--- src/rtl/rxaa_pkg.sv ---
package rxaa_pkg;
  typedef enum logic [1:0] {
    ST_LISTEN = 2'd0,
    ST_BUSY   = 2'd1,
    ST_WAIT   = 2'd2
  } rxaa_state_e;

  localparam logic [2:0] TRAC_SUCCESS = 3'd0;
  localparam logic [2:0] TRAC_WAIT    = 3'd2;
  localparam logic [2:0] TRAC_INVALID = 3'd7;

  localparam logic [2:0] FTYPE_DATA = 3'd1;
  localparam logic [2:0] FTYPE_ACK  = 3'd2;
  localparam logic [2:0] FTYPE_CMD  = 3'd3;
  localparam int         ACK_RQ_BIT = 5;
  localparam int         PEND_BIT   = 4;
endpackage

--- src/rtl/rxaa_hdr_parse.sv ---
module rxaa_hdr_parse #(
  parameter int BYTE_W  = 8,
  parameter int SEQ_IDX = 2
) (
  input  logic              clk,
  input  logic              rst_n,
  input  logic              clr,
  input  logic              byte_valid,
  input  logic [BYTE_W-1:0] byte_data,
  output logic [BYTE_W-1:0] fc_lo,
  output logic [BYTE_W-1:0] seq
);
  localparam int IDX_W   = $clog2(SEQ_IDX + 2);
  localparam int IDX_MAX = SEQ_IDX + 1;

  logic [IDX_W-1:0]  idx_q, idx_d;
  logic [BYTE_W-1:0] fc_q, fc_d, seq_q, seq_d;

  always_comb begin
    idx_d = idx_q;
    fc_d  = fc_q;
    seq_d = seq_q;
    if (clr) begin
      idx_d = '0;
    end else if (byte_valid && (idx_q != IDX_W'(IDX_MAX))) begin
      idx_d = idx_q + IDX_W'(1);
      if (idx_q == '0)                 fc_d  = byte_data;
      if (idx_q == IDX_W'(SEQ_IDX))    seq_d = byte_data;
    end
  end

  always_ff @(posedge clk or negedge rst_n) begin
    if (!rst_n) begin
      idx_q <= '0;
      fc_q  <= '0;
      seq_q <= '0;
    end else begin
      idx_q <= idx_d;
      fc_q  <= fc_d;
      seq_q <= seq_d;
    end
  end

  assign fc_lo = fc_q;
  assign seq   = seq_q;
endmodule

--- src/rtl/rxaa_turn_timer.sv ---
module rxaa_turn_timer #(
  parameter int TURN_LONG  = 12,
  parameter int TURN_SHORT = 2,
  parameter int CNT_W      = $clog2(TURN_LONG + 1)
) (
  input  logic clk,
  input  logic rst_n,
  input  logic start,
  input  logic short_sel,
  input  logic slotted,
  input  logic sym_tick,
  input  logic trig_in,
  output logic fire
);
  logic             armed_q, armed_d;
  logic             slot_q, slot_d;
  logic             trig_q;
  logic [CNT_W-1:0] lim_q, lim_d, cnt_q, cnt_d;
  logic             trig_edge, count_done;

  assign trig_edge  = trig_in & ~trig_q;
  assign count_done = sym_tick && ((cnt_q + CNT_W'(1)) == lim_q);
  assign fire       = armed_q & (slot_q ? trig_edge : count_done);

  always_comb begin
    armed_d = armed_q;
    slot_d  = slot_q;
    lim_d   = lim_q;
    cnt_d   = cnt_q;
    if (start) begin
      armed_d = 1'b1;
      slot_d  = slotted;
      lim_d   = short_sel ? CNT_W'(TURN_SHORT) : CNT_W'(TURN_LONG);
      cnt_d   = '0;
    end else if (armed_q) begin
      if (fire)                      armed_d = 1'b0;
      else if (sym_tick && !slot_q)  cnt_d   = cnt_q + CNT_W'(1);
    end
  end

  always_ff @(posedge clk or negedge rst_n) begin
    if (!rst_n) begin
      armed_q <= 1'b0;
      slot_q  <= 1'b0;
      lim_q   <= '0;
      cnt_q   <= '0;
      trig_q  <= 1'b0;
    end else begin
      armed_q <= armed_d;
      slot_q  <= slot_d;
      lim_q   <= lim_d;
      cnt_q   <= cnt_d;
      trig_q  <= trig_in;
    end
  end
endmodule

--- src/rtl/rx_autoack_ctrl.sv ---
module rx_autoack_ctrl
  import rxaa_pkg::*;
#(
  parameter int LEN_W      = 7,
  parameter int BYTE_W     = 8,
  parameter int TURN_LONG  = 12,
  parameter int TURN_SHORT = 2
) (
  input  logic              clk,
  input  logic              rst_n,
  input  logic              phr_valid,
  input  logic [LEN_W-1:0]  phr_len,
  input  logic              rx_byte_valid,
  input  logic [BYTE_W-1:0] rx_byte,
  input  logic              rx_end,
  input  logic              filt_valid,
  input  logic              filt_pass,
  input  logic              fcs_ok,
  input  logic              sym_tick,
  input  logic              slot_trig,
  input  logic              cfg_promisc,
  input  logic              cfg_short_ta,
  input  logic              cfg_frame_pend,
  input  logic              cfg_no_ack,
  input  logic              cfg_slotted,
  output logic              irq_addr_match,
  output logic              irq_rx_done,
  output logic              ack_start,
  output logic [2*BYTE_W-1:0] ack_fc,
  output logic [BYTE_W-1:0] ack_seq,
  output logic [2:0]        trac_status
);
  localparam int CNT_W = $clog2(TURN_LONG + 1);
  localparam int FC_W  = 2 * BYTE_W;

  rxaa_state_e       state_q, state_d;
  logic [2:0]        status_q, status_d;
  logic              am_q, am_d, done_q, done_d, ack_q, ack_d;
  logic              filt_ok_q, filt_ok_d;
  logic [FC_W-1:0]   fc_q, fc_d;
  logic [BYTE_W-1:0] seq_q, seq_d;

  logic              in_listen, in_busy, frame_start, filt_hit, filt_ok_now;
  logic              type_ok, need_ack, accept, end_now, tmr_fire;
  logic [BYTE_W-1:0] hdr_fc, hdr_seq;
  logic [FC_W-1:0]   fc_build;

  assign in_listen   = (state_q == ST_LISTEN);
  assign in_busy     = (state_q == ST_BUSY);
  assign frame_start = in_listen & phr_valid & (phr_len != '0);
  assign filt_hit    = in_busy & filt_valid & filt_pass;
  assign filt_ok_now = filt_ok_q | filt_hit;
  assign type_ok     = (hdr_fc[2:0] == FTYPE_DATA) || (hdr_fc[2:0] == FTYPE_CMD);
  assign need_ack    = hdr_fc[ACK_RQ_BIT] & type_ok & filt_ok_now & fcs_ok & ~cfg_no_ack;
  assign accept      = (filt_ok_now & fcs_ok) | cfg_promisc;
  assign end_now     = in_busy & rx_end;

  always_comb begin
    fc_build           = '0;
    fc_build[2:0]      = FTYPE_ACK;
    fc_build[PEND_BIT] = cfg_frame_pend;
  end

  rxaa_hdr_parse #(.BYTE_W(BYTE_W), .SEQ_IDX(2)) u_parse (
    .clk        (clk),
    .rst_n      (rst_n),
    .clr        (frame_start),
    .byte_valid (rx_byte_valid & in_busy),
    .byte_data  (rx_byte),
    .fc_lo      (hdr_fc),
    .seq        (hdr_seq)
  );

  rxaa_turn_timer #(.TURN_LONG(TURN_LONG), .TURN_SHORT(TURN_SHORT), .CNT_W(CNT_W)) u_timer (
    .clk       (clk),
    .rst_n     (rst_n),
    .start     (end_now & need_ack),
    .short_sel (cfg_short_ta),
    .slotted   (cfg_slotted),
    .sym_tick  (sym_tick),
    .trig_in   (slot_trig),
    .fire      (tmr_fire)
  );

  always_comb begin
    state_d   = state_q;
    status_d  = status_q;
    am_d      = filt_hit;
    done_d    = end_now & accept;
    ack_d     = 1'b0;
    filt_ok_d = filt_ok_q;
    fc_d      = fc_q;
    seq_d     = seq_q;
    unique case (state_q)
      ST_LISTEN: begin
        if (frame_start) begin
          state_d   = ST_BUSY;
          status_d  = TRAC_INVALID;
          filt_ok_d = 1'b0;
        end
      end
      ST_BUSY: begin
        if (filt_hit) filt_ok_d = 1'b1;
        if (rx_end) begin
          if (need_ack) begin
            state_d  = ST_WAIT;
            status_d = TRAC_WAIT;
            fc_d     = fc_build;
            seq_d    = hdr_seq;
          end else begin
            state_d  = ST_LISTEN;
            if (accept) status_d = TRAC_SUCCESS;
          end
        end
      end
      ST_WAIT: begin
        if (tmr_fire) begin
          ack_d    = 1'b1;
          status_d = TRAC_SUCCESS;
          state_d  = ST_LISTEN;
        end
      end
      default: state_d = ST_LISTEN;
    endcase
  end

  always_ff @(posedge clk or negedge rst_n) begin
    if (!rst_n) begin
      state_q   <= ST_LISTEN;
      status_q  <= TRAC_INVALID;
      am_q      <= 1'b0;
      done_q    <= 1'b0;
      ack_q     <= 1'b0;
      filt_ok_q <= 1'b0;
      fc_q      <= '0;
      seq_q     <= '0;
    end else begin
      state_q   <= state_d;
      status_q  <= status_d;
      am_q      <= am_d;
      done_q    <= done_d;
      ack_q     <= ack_d;
      filt_ok_q <= filt_ok_d;
      fc_q      <= fc_d;
      seq_q     <= seq_d;
    end
  end

  assign irq_addr_match = am_q;
  assign irq_rx_done    = done_q;
  assign ack_start      = ack_q;
  assign ack_fc         = fc_q;
  assign ack_seq        = seq_q;
  assign trac_status    = status_q;
endmodule

--- config.mk ---
export PLATFORM = sky130hd
export DESIGN_NAME = rx_autoack_ctrl
export DESIGN_NICKNAME = d
export VERILOG_FILES = /design/src/rtl/rxaa_pkg.sv /design/src/rtl/rxaa_hdr_parse.sv /design/src/rtl/rxaa_turn_timer.sv /design/src/rtl/rx_autoack_ctrl.sv
export SDC_FILE = /design/constraint.sdc
export NUM_CORES = 1
export LEC_CHECK = 0
export ABC_CLOCK_PERIOD_IN_PS = 2550
export BUFFER_PORTS_ARGS = -buffer_cell sky130_fd_sc_hd__buf_2
export CORE_MARGIN = 2
export CORE_UTILIZATION = 47
export DETAILED_ROUTE_END_ITERATION = 8
export PLACE_DENSITY = 0.82
export SYNTH_ARGS = -nofsm -noshare
export SYNTH_HDL_FRONTEND = slang
export SYNTH_HIERARCHICAL = 1
export SYNTH_SLANG_ARGS = --single-unit
--- constraint.sdc ---
create_clock -name clk -period 2.55 [get_ports clk]
set_input_delay 0.3825 -clock clk [delete_from_list [all_inputs] [get_ports clk]]
set_output_delay 0.3825 -clock clk [all_outputs]
set_load 0.005 [all_outputs]
---- Yosys cells after proc, flatten, opt, wreduce, memory -nomap -nowiden ----
Cells that the tools add are included.
cells by class
  equal/unequal tests ..................... 13
  multiplexer cells ....................... 27
  bitwise operators ....................... 20
  reductions and logical operators ........ 20
  add/sub/neg operators ................... 2
operators with widths
  cell                                           number
  2-to-1 mux 4 bit                               5
  AND reduction 3 bit                            6
  AND 1 bit                                      15
  2-to-1 mux 3 bit                               5
  2-to-1 mux 2 bit                               6
  one-hot mux 3 bit (3 select lines)             1
  2-to-1 mux 1 bit                               8
  != test 2 bit, second input constant           4
  nonzero test 2 bit                             4
  nonzero test 7 bit                             1
  one-hot mux 2 bit (3 select lines)             1
  AND reduction 5 bit                            1
  adder 4 x 1 -> 4 bit, second input constant    1
  == test 2 bit, second input constant           2
  == test 4 bit                                  1
  logical NOT 2 bit                              2
  != test 2 x 1 -> 1 bit, second input constant  2
  == test 3 x 1 -> 1 bit, second input constant  1
  == test 3 x 2 -> 1 bit, second input constant  1
  logical AND 1 bit                              3
  != test 3 x 1 -> 1 bit, second input constant  1
  NOT 1 bit                                      3
  nonzero test 3 bit                             1
  adder 2 x 1 -> 2 bit, second input constant    1
  5 further kinds                                6
word-level totals
  output and inout bits ................... 30
  bits of input ports ..................... 30
  register bits ........................... 46

---- Logic depth before layout (Yosys ltp) ----
Gate-level depths: netlist of the first run.
  word-level depth ........................ 10
  mapped depth ............................ 10
  mapped depth without buffers ............ 9

---- By module ----
Netlist of the first run, hierarchy kept.
modules (own cells, without submodules)
  module           area an instance (um2)  cells an instance  sequential area each (um2)  instances
  rx_autoack_ctrl  1034.7                  85                 452.9                       1
  rxaa_hdr_parse   750.7                   47                 450.4                       1
  rxaa_turn_timer  496.7                   48                 225.2                       1

---- Worst setup path before layout of the first run ----
Ideal clock, no wire load.
  kind .................................... reg2reg
  from .................................... reg u_timer.cnt_q[0]
  to ...................................... reg status_q[1], in the netlist trac_status[1]
  data arrival time ....................... 2.469 ns
  library setup time ...................... 0.082 ns
  cell stages (with the launch flop) ...... 9
  buffers on the path ..................... 0
  setup slack ............................. -0.001 ns
  required time ........................... 2.468 ns
  cells stage by stage .................... dfrtp_1 ha_1 or4b_4 a31oi_2 a21oi_1 nor2b_1 o22ai_1 a2111o_1 mux2_2
between the ends
  word-level cells in the longest chain between the ends .. 7
RTL lines
  element                        RTL line                RTL
  start: declaration             rxaa_turn_timer.sv:18   logic [CNT_W-1:0] lim_q, lim_d, cnt_q, cnt_d;
  start signal: assignment       rxaa_turn_timer.sv:52   cnt_q <= cnt_d;
  adder 4 x 1 -> 4 bit           rxaa_turn_timer.sv:22   assign count_done = sym_tick && ((cnt_q + CNT_W'(1)) == lim_q);
  == test 4 bit                  rxaa_turn_timer.sv:22
  logical AND 1 bit              rxaa_turn_timer.sv:22
  2-to-1 mux 1 bit               rxaa_turn_timer.sv:23   assign fire = armed_q & (slot_q ? trig_edge : count_done);
  AND 1 bit                      rxaa_turn_timer.sv:23
  named net tmr_fire             rx_autoack_ctrl.sv:44   logic type_ok, need_ack, accept, end_now, tmr_fire;
  != test 2 bit (no line)        n/a
  AND reduction 5 bit (no line)  n/a
  end signal: assignment         rx_autoack_ctrl.sv:139  status_q <= status_d;
  end: declaration               rx_autoack_ctrl.sv:37   logic [2:0] status_q, status_d;
The timed path passes the listed nets, and every way through them passes these cells.
A chain may end at the register's enable or synchronous reset.

---- Worst setup path after layout of the first run ----
Ends and elaborated chain as after synthesis.

==> impl_results.md, run 1 <==
* Status: complete, no violations
* Max cap viols at 0
* Post-route DRC at 0
* Layout cell share with drive strength beyond 1 at 0.472
* Placed cell count at 271
* Crit path DAT at ~2700 ps
* Fmax achieved at 0.404 GHz
* CP max stage delay at 560 ps
* Worst-Margin Slew at about 860 ps
* Final Non-Filler Cells at 281
* Total track usage at 0.159
* Max-slew violation count at 0
* CTS tree: built
* Cell family with most CP delay: compound AO/OA/AOI/OAI gates
* Post-route setup TNS at 0 ps
* Max rail drop VDD at 0.396 mV
* Static Leak at 1.36 nW
* Sequential power share at 0.424
* # clock sinks at 40
* TritonCTS Buffers at 5
* Final-layout fill cell count at 357
* Crit end category: register
* Setup violators final at 0
* Cell row count at 24
* Clk_lat worst skew at between 200 and 300 ps
* Crit Path Max Fanout at 4
* First-pass GRT wire length at 6.26 mm
* N_diodes at 0
* Hold crit path type: in -> async
* Post-Syn Area per Cell at 12.4 µm²
* Initial Util at 0.486
* Combinational power share at 0.318
* Grt ovf at 0
* R2R setup slack at approximately 70 ps
* H-tree Lvls at 2
* Clock Power Share at 0.258
* DIE WIDTH at between 70 and 80 µm
* Drt first pass iters at 4
* Final ANT Viol Nets at 0
* DRT Wirelength at 3.75 mm
* Chip Height at 70.9 µm
* Die Area at 5020 µm²
* Hold_buf cts at 0
* CP Launch Type: register
* Largest net degree at the start of global routing at 41
* Crit path kind: reg -> reg
* Antenna violations before repair at 0
* # port buffers at 45
* Commonest non-fill, non-tap cell in the layout: buf_2
* PD cells at 798 nW/µm²
* Clock Tree Root: clkbuf_8
* Layout Area Growth over Synthesis at 21.7%
* Slew Limit Headroom at 0.426
* Commonest cells after routing, fill and taps aside: 45 x buf_2, 38 x dfrtp_1, 16 x mux2_2
* Clock Skews at 6.12 ps
* Fin. Hold Viols at 0
* Internal at 0.00143 W
* Ys Warns at 6
* Core Box Area at 4320 µm²
* Total Power at ~0.0020 W
* Initial DRC Count at 60
* Fin crit period at 2480 ps
* Worst Setup SP: u_timer/cnt_q[0]
* Clock slew at reported path FFs at 80 ps
* Reg2Reg Launch Point: u_timer/cnt_q[0]
* Routed vias at 1,434
* Routed wire per std cell at ~13 µm
* IO Count at 60
* Net Switching at 0.000611 W
* Layout Nets at 266
* Maximum clock insertion buffer count at 2
* CP bufs+invs at 0
* Final cycle utilization of the critical path at 0.972
* Dpl hpwl at 2.79 mm
* Critical path's slowest cell: or4b_4
* Net Sw Frac at 0.300
* Syn Inst Count at 170
* Final Wtd Congestion at 0.837
* Via/cell ratio at 5.10
* Required @ worst endpoint at between 2000 and 3000 ps
* Crit-path cells: ha_2 -> or4b_4 -> a31oi_4 -> a21oi_2 -> nor2b_2 -> o22ai_2 -> a2111o_1 -> mux2_2
* Synthesized area at 2100 µm²
* Number of global-route vias before repair at 1,370
==> power by group through the flow <==
stage | registers [W] | clock network [W] | logic (W)
floorplan | 0.000864 | 0 | 0.000440
global placement | 0.000869 | 0 | 0.000579
detailed placement | 0.000876 | 0 | 0.000600
CTS | 0.000863 | 0.000539 | 0.000624
global route | 0.000886 | 0.000570 | 0.000717
finish | 0.000864 | 0.000525 | 0.000649
==> flip-flops by register name, summed over array words and instances (netlist names), 2 cells and up <==
name,cells
ack_fc,2
ack_seq,8
state_q,2
trac_status,2
u_parse/fc_lo,3
u_parse/idx_q,2
u_parse/seq,8
u_timer/cnt_q,4
u_timer/lim_q,2
==> layout make-up <==
type,instances,area (µm²),area share
inverters,10,37.5,0.0147
multi-input cells,115,1020,0.400
clock buffers,5,68.8,0.0269
flip-flops and latches,40,1000,0.393
clock inverters,3,47.5,0.0186
well taps,52,65.1,0.0255
repair buffers,56,312,0.122
==> routing by layer <==
metal  GRT usage  share of wire  routed length, µm
met1       0.200           0.43               1600
met2       0.263           0.50               1890
met3      0.0413          0.056                211
met4      0.0608          0.013                 49
met5           0              0                  0
==> metrics by stage <==
stage	setup WS, ps	area [µm²]	util	hold slack (ps)
global placement	34.9	2380	0.551	443
global route	-18.6	2560	0.591	205
finish	71.9	2560	0.591	200
CTS	36.3	2520	0.582	199
floorplan	17.9	2160	-	86.9
detailed placement	-24.2	2380	0.551	449
==> final timing paths <==
kind / cells past startpoint / end
max: 8 / trac_status[1]
min: 1 / ack_seq[2]
max reg2reg: 8 / trac_status[1]
min reg2reg: 1 / ack_fc[1]
max in group asynchronous: 1 / u_timer/lim_q[2]
min in group clk: 1 / u_timer/trig_q
==> what timing repair did <==
item	CTS	global route
endpoints found under the setup margin	2	3
pin swaps	1	3
gates resized for setup	1	7
setup buffers	1	1
No activity file was read; power rests on OpenSTA's default activity.
==> run 2: changes to the inputs <==
- ABC_CLOCK_PERIOD_IN_PS: 2550 -> 2180
- SETUP_SLACK_MARGIN: not set -> 0.3
- clock period: 2.55 -> 2.18 ns (I/O delays scaled with it)
==> run 2 against run 1 <==
Worst hold slack got worse by 39 ps. Flip-flop and latch count unchanged. Maximum frequency increased by 1.0%. Largest cell class unchanged. Critical path depth unchanged. Global-route usage increased by 1.8 points. Via count increased by 6.6%. Register-to-register slack got worse by 350 ps. First-iteration DRC count increased by 62%. Power increased by 19%. Routed wire length increased by 20%. Critical path type unchanged. Design area increased by 11%. Cell count increased by 5.7%. The flow now finishes with violations (negative setup slack).
==> impl_results.md, run 2 (synthesis gave the netlist of run 1 again) <==
* Antenna violations before repair at 0 (unchanged)
* Hold crit path type: in -> reg
* Dpl hpwl at 2.97 mm (+6.2%)
* Drt first pass iters at 4 (unchanged)
* Layout Nets at 283 (+6.4%)
* Final cycle utilization of the critical path at 1.13 (+0.154)
* Failing checks: negative setup slack
* CP bufs+invs at 0 (unchanged)
* Net Sw Frac at 0.311 (+0.0115)
* R2R depth at 8 (unchanged)
* Core Box Area at 4320 µm² (unchanged)
* Via/cell ratio at 5.15 (+0.88%)
* Grt ovf at 0 (unchanged)
* # clock sinks at 40 (unchanged)
* Clock Power Share at 0.190 (-0.068)
* DRT Wirelength at 4.51 mm (+20%)
* Setup violators final at 5 (+5)
* RSZ-0062 raised after global routing: true
* Clock Tree Root: clkbuf_8
* Max cap viols at 0 (unchanged)
* Crit path kind: reg -> reg
* Layout Area Growth over Synthesis at 34.7%
* WHS Path Cells at 1
* Chip Height at 70.9 µm (unchanged)
* Static Leak at 1.46 nW (+7.9%)
* # port buffers at 45 (unchanged)
* Fin. Hold Viols at 0 (unchanged)
* Cell row count at 24 (unchanged)
* Combinational power share at 0.381 (+0.063)
* Initial Util at 0.486 (unchanged)
* TritonCTS Buffers at 5 (unchanged)
* Design Area, Final at 2830 µm² (+11%)
* Status: finished with violations
* IO Count at 60 (unchanged)
* Cell family with most CP delay: simple AND/OR/NAND/NOR gates
* Routed wire per std cell at 15.2 µm (+14%)
* Max rail drop VDD at 0.538 mV (+36%)
* Crit-path cells: and3_4 -> or4b_4 -> a31oi_4 -> a21oi_2 -> nor2b_2 -> o22ai_2 -> a211o_1 -> mux2_2
* Crit end category: register
* Clock slew at reported path FFs at 70 ps (about the same)
* Fmax achieved at 0.408 GHz (+1.0%)
* Crit path DAT at 2630 ps (-70 ps)
* DIE WIDTH at 70.9 µm (unchanged)
* Worst slack, placed at -255 ps (-231 ps)
* Die Area at 5020 µm² (unchanged)
* Internal at 0.00167 W (+17%)
* Net Switching at 0.000756 W (+24%)
* Commonest non-fill, non-tap cell in the layout: buf_2
* Commonest cells after routing, fill and taps aside: 45 x buf_2, 35 x dfrtp_1, 23 x mux2_4, 23 x buf_4, 14 x conb_1
* PD cells at 858 nW/µm² (+7.5%)
* CTS tree: built
* Placement Cell Area at 2490 µm² (+4.4%)
* Post-route DRC at 0 (unchanged)
* Number of global-route vias before repair at 1,502 (+9.6%)
* N_diodes at 0 (unchanged)
* Layout cell share with drive strength beyond 1 at 0.576 (+0.104)
* Fin crit period at 2450 ps (-24.4 ps)
* Final ANT Viol Nets at 0 (unchanged)
* Total track usage at 0.176 (+0.0176)
* Clock Skews at 5.11 ps (-1.01 ps)
* Required @ worst endpoint at 2360 ps (-420 ps)
* Final Wtd Congestion at 0.818 (-2.2%)
* Critical path's slowest cell: or4b_4
* Worst setup margin at -274 ps (-346 ps)
* Max-slew violation count at 0 (unchanged)
* Crit Path Max Fanout at 4 (unchanged)
* CP max stage delay at 550 ps (about the same)
* Routed vias at 1,529 (+6.6%)
* Critical path depth at 8 (unchanged)
* Clk_lat worst skew at 290 ps (about the same)
* CP Launch Type: register
* H-tree Lvls at 2 (unchanged)
* Largest net degree at the start of global routing at 25 (-39%)
* First-pass GRT wire length at 6.93 mm (+11%)
* Initial DRC Count at 97 (+62%)
* Maximum clock insertion buffer count at 2 (unchanged)
* Sequential power share at 0.429 (+0.005)
## run 2: layer usage
layer  up-vias  wire length (µm)  global-route usage
met1       738              1840               0.222
li1        719                 -                   -
met5         -                 0                   0
met3        10               230              0.0399
met2        62              2360               0.302
met4         0                76              0.0566
## run 2: layout make-up
type,count,area [µm²]
Sequential cell,40,1010
Clock buffer,6,72.6
Fill cell,322,1500
Multi-Input combinational cell,115,1170
Timing Repair Buffer,73,467
Tap cell,52,65.1
Clock inverter,1,5.00
Inverter,10,42.5
## run 2: metrics by stage
| step | TNS [ps] | hold WS, ps | instances | utilization | power [W] |
|---|---|---|---|---|---|
| after floorplan | -287 | 31.4 | 183 | - | 0.00161 |
| after global placement | -404 | 271 | 272 | 0.575 | 0.00178 |
| after detailed placement | -651 | 276 | 272 | 0.575 | 0.00181 |
| after CTS | -769 | 155 | 287 | 0.621 | 0.00237 |
| after global routing | -1290 | 145 | 297 | 0.654 | 0.00259 |
| final | -947 | 161 | 297 | 0.654 | 0.00243 |
## run 2: worst paths after layout
kind / from / end / slack [ps]
worst max-delay path: u_timer/cnt_q[1] / state_q[1] / -270
worst min-delay path: slot_trig / u_timer/trig_q / 160
worst max register to register: u_timer/cnt_q[1] / state_q[1] / -270
worst min register to register: ack_fc[1] / ack_fc[1] / 480
max in group asynchronous: rst_n / u_timer/cnt_q[1] / 1010
min in group asynchronous: rst_n / u_parse/idx_q[1] / 500
## run 2: power by group through the flow
stage	combinational, W	clock [W]	sequential (W)
6_report	0.000924	0.000462	0.00104
5_1_grt	0.00101	0.000515	0.00106
4_1_cts	0.000859	0.000478	0.00103
3_5_place_dp	0.000767	0	0.00104
3_3_place_gp	0.000742	0	0.00104
2_1_floorplan	0.000587	0	0.00102
## run 2: timing repair
item,4_1_cts,5_1_grt
resized for setup,12,19
setup buffers,7,10
endpoints found under the setup margin,25,29
pin swaps,5,7
hold buffers,1,0
hold endpoints to repair,14,0
==> run 3: changes to the inputs <==
- ABC_AREA: not set -> 0
- ABC_CLOCK_PERIOD_IN_PS: 2180 -> 2450
- CORE_UTILIZATION: 47 -> 53
- PLACE_DENSITY: 0.82 -> 0.87
- SLEW_MARGIN: not set -> 40
- clock period: 2.18 -> 2.45 ns (I/O delays scaled with it)
==> run 3 against run 2 <==
The run now ends clean. Combinational power down 22%. Clock-buffer cell count up 1. Non-clock buffer count down 15. Worst hold slack worse by 120 ps. Flip-flop and latch count unchanged. Sequential power down 11%. Cell count down 6.1%. Clock power down 3%. Power down 14%. Maximum frequency up 2.4%.
==> impl_results.md, run 3 (synthesis gave the netlist of run 1 again) <==
* Hold crit path type: in -> async
* Post-route setup TNS at 0 ps (+947 ps)
* H-tree Lvls at 2 (unchanged)
* Layout Area Growth over Synthesis at 24.5%
* Required @ worst endpoint at 2670 ps (+310 ps)
* Die Area at 4480 µm² (-11%)
* Final ANT Viol Nets at 0 (unchanged)
* CP Launch Type: register
* Post-route DRC at 0 (unchanged)
* Crit end category: register
* Combinational power share at 0.346 (-0.035)
* Clock Skews at 5.45 ps (+0.341 ps)
* Commonest non-fill, non-tap cell in the layout: buf_2
* Max cap viols at 0 (unchanged)
* Internal at 0.00144 W (-14%)
* # port buffers at 45 (unchanged)
* Chip Height at 67.0 µm (-5.5%)
* First-pass GRT wire length at 6.10 mm (-12%)
* Initial Util at 0.561 (+0.0753)
* CTS tree: built
* Layout cell share with drive strength beyond 1 at 0.511 (-0.0647)
* Hold Slack at 42.3 ps (-119 ps)
* Drt first pass iters at 4 (unchanged)
* Routed vias at 1,469 (-3.9%)
* Cell row count at 22 (-8.3%)
* Final Wtd Congestion at 0.898 (+9.8%)
* Multi-input logic area at 1090 µm² (-6.8%)
* Core Box Area at 3740 µm² (-13%)
* Layout Nets at 268 (-5.3%)
* Worst R2R End: trac_status[1]
* Setup violators final at 0 (-5)
* R2R setup slack at 50 ps (+330 ps)
* Clock Power Share at 0.213 (+0.023)
* Post-layout util at 0.699 (+0.0446)
* PD cells at 800 nW/µm² (-6.8%)
* Static Leak at 1.35 nW (-7.7%)
* Total track usage at 0.184 (+0.00736)
* Fin crit period at 2400 ps (-57.4 ps)
* Net Sw Frac at 0.310 (-0.00136)
* Worst Setup SP: u_timer/cnt_q[0]
* Crit Path Max Fanout at 3 (-1)
* Fmax achieved at 0.417 GHz (+2.4%)
* Net Switching at 0.000648 W (-14%)
* Hold_buf cts at 0 (-1)
* Worst Setup EP: trac_status[1]
* Maximum clock insertion buffer count at 2 (unchanged)
* DRT Wirelength at 4.16 mm (-7.9%)
* # clock sinks at 40 (unchanged)
* Clock Tree Root: clkbuf_8
* R2R depth at 8 (unchanged)
* N_diodes at 0 (unchanged)
* Worst setup margin at 53.8 ps (+327 ps)
* Final cycle utilization of the critical path at 0.978 (-0.147)
* Largest net degree at the start of global routing at 41 (+64%)
* Max-slew violation count at 0 (unchanged)
* Crit path kind: reg -> reg
* RSZ-0062 raised after global routing: true
* Number of global-route vias before repair at 1,380 (-8.1%)
* Routed wire per std cell at 14.9 µm (-1.9%)
* Antenna violations before repair at 0 (unchanged)
* DIE WIDTH at 67.0 µm (-5.5%)
* Reg2Reg Launch Point: u_timer/cnt_q[0]
* Sequential power share at 0.440 (+0.011)
* Worst slack, placed at -29.8 ps (+226 ps)
* TritonCTS Buffers at 5 (unchanged)
* Commonest cells after routing, fill and taps aside: 44 x buf_2, 36 x dfrtp_1, 16 x mux2_4
* Dpl hpwl at 2.83 mm (-4.4%)
* Via/cell ratio at 5.27 (+2.3%)
* Max rail drop VDD at 0.555 mV (+3.2%)
* Sequential Area at 1010 µm² (-0.13%)
* Grt ovf at 0 (unchanged)
* Final-layout fill cell count at 280 (-13%)
* Clock slew at reported path FFs at 80 ps (about the same)
* IO Count at 60 (unchanged)
* Clk_lat worst skew at 290 ps (about the same)
* Initial DRC Count at 126 (+30%)
* Fin. Hold Viols at 0 (unchanged)
* Status: complete, no violations
* Crit path DAT at 2610 ps (-20 ps)
## run 3: how the worst min path moves through the flow
stage / depth (start not counted) / slack [ps] / from / end
floorplan: 0 / 70 / rst_n / ack_fc[1]
global placement: 1 / 440 / ack_fc[1] / ack_fc[1]
detailed placement: 1 / 370 / rst_n / u_parse/idx_q[1]
CTS: 1 / 60 / rst_n / state_q[1]
global route: 1 / 80 / rst_n / u_parse/fc_lo[5]
finish: 1 / 40 / rst_n / u_parse/fc_lo[2]
## run 3: layer usage
metal | GRT usage | up-vias | routed length (µm)
li1 | - | 686 | -
met5 | 0 | - | 0
met3 | 0.0355 | 6 | 175
met1 | 0.211 | 729 | 1680
met2 | 0.336 | 48 | 2230
met4 | 0.0663 | 0 | 68
## run 3: per-stage QoR
step	power (W)	cell area [µm²]	std cells
2_1_floorplan	0.00139	2200	183
3_3_place_gp	0.00151	2390	263
3_5_place_dp	0.00154	2390	263
4_1_cts	0.00204	2540	276
5_1_grt	0.00222	2620	279
6_report	0.00209	2620	279
## run 3: cell type report
type | count | share of cell area
multi-input combinational | 115 | 0.417
sequential | 40 | 0.385
timing repair buffer | 58 | 0.124
clock buffer | 7 | 0.0330
tap | 48 | 0.0230
inverter | 10 | 0.0158
clock inverter | 1 | 0.00287
## run 3: power by group through the flow
stage | clock network (W) | registers [W] | logic [W]
5_1_grt | 0.000492 | 0.000938 | 0.000786
6_report | 0.000446 | 0.000921 | 0.000725
3_5_place_dp | 0 | 0.000925 | 0.000619
4_1_cts | 0.000461 | 0.000910 | 0.000668
3_3_place_gp | 0 | 0.000916 | 0.000591
2_1_floorplan | 0 | 0.000901 | 0.000486
## run 3: worst max-delay path, stage by stage (launching register included)
cell and delay (ps):
dfrtp_2 440, and3_4 180, or4b_4 560, a31oi_4 180
a21oi_2 90, nor2b_2 140, o22ai_2 120, a2111o_1 340
mux2_2 290
## run 3: timing repair
item | 4_1_cts | 5_1_grt
pin swaps | 2 | 3
setup endpoints to repair | 8 | 10
setup buffers | 5 | 3
gates resized for setup | 4 | 11
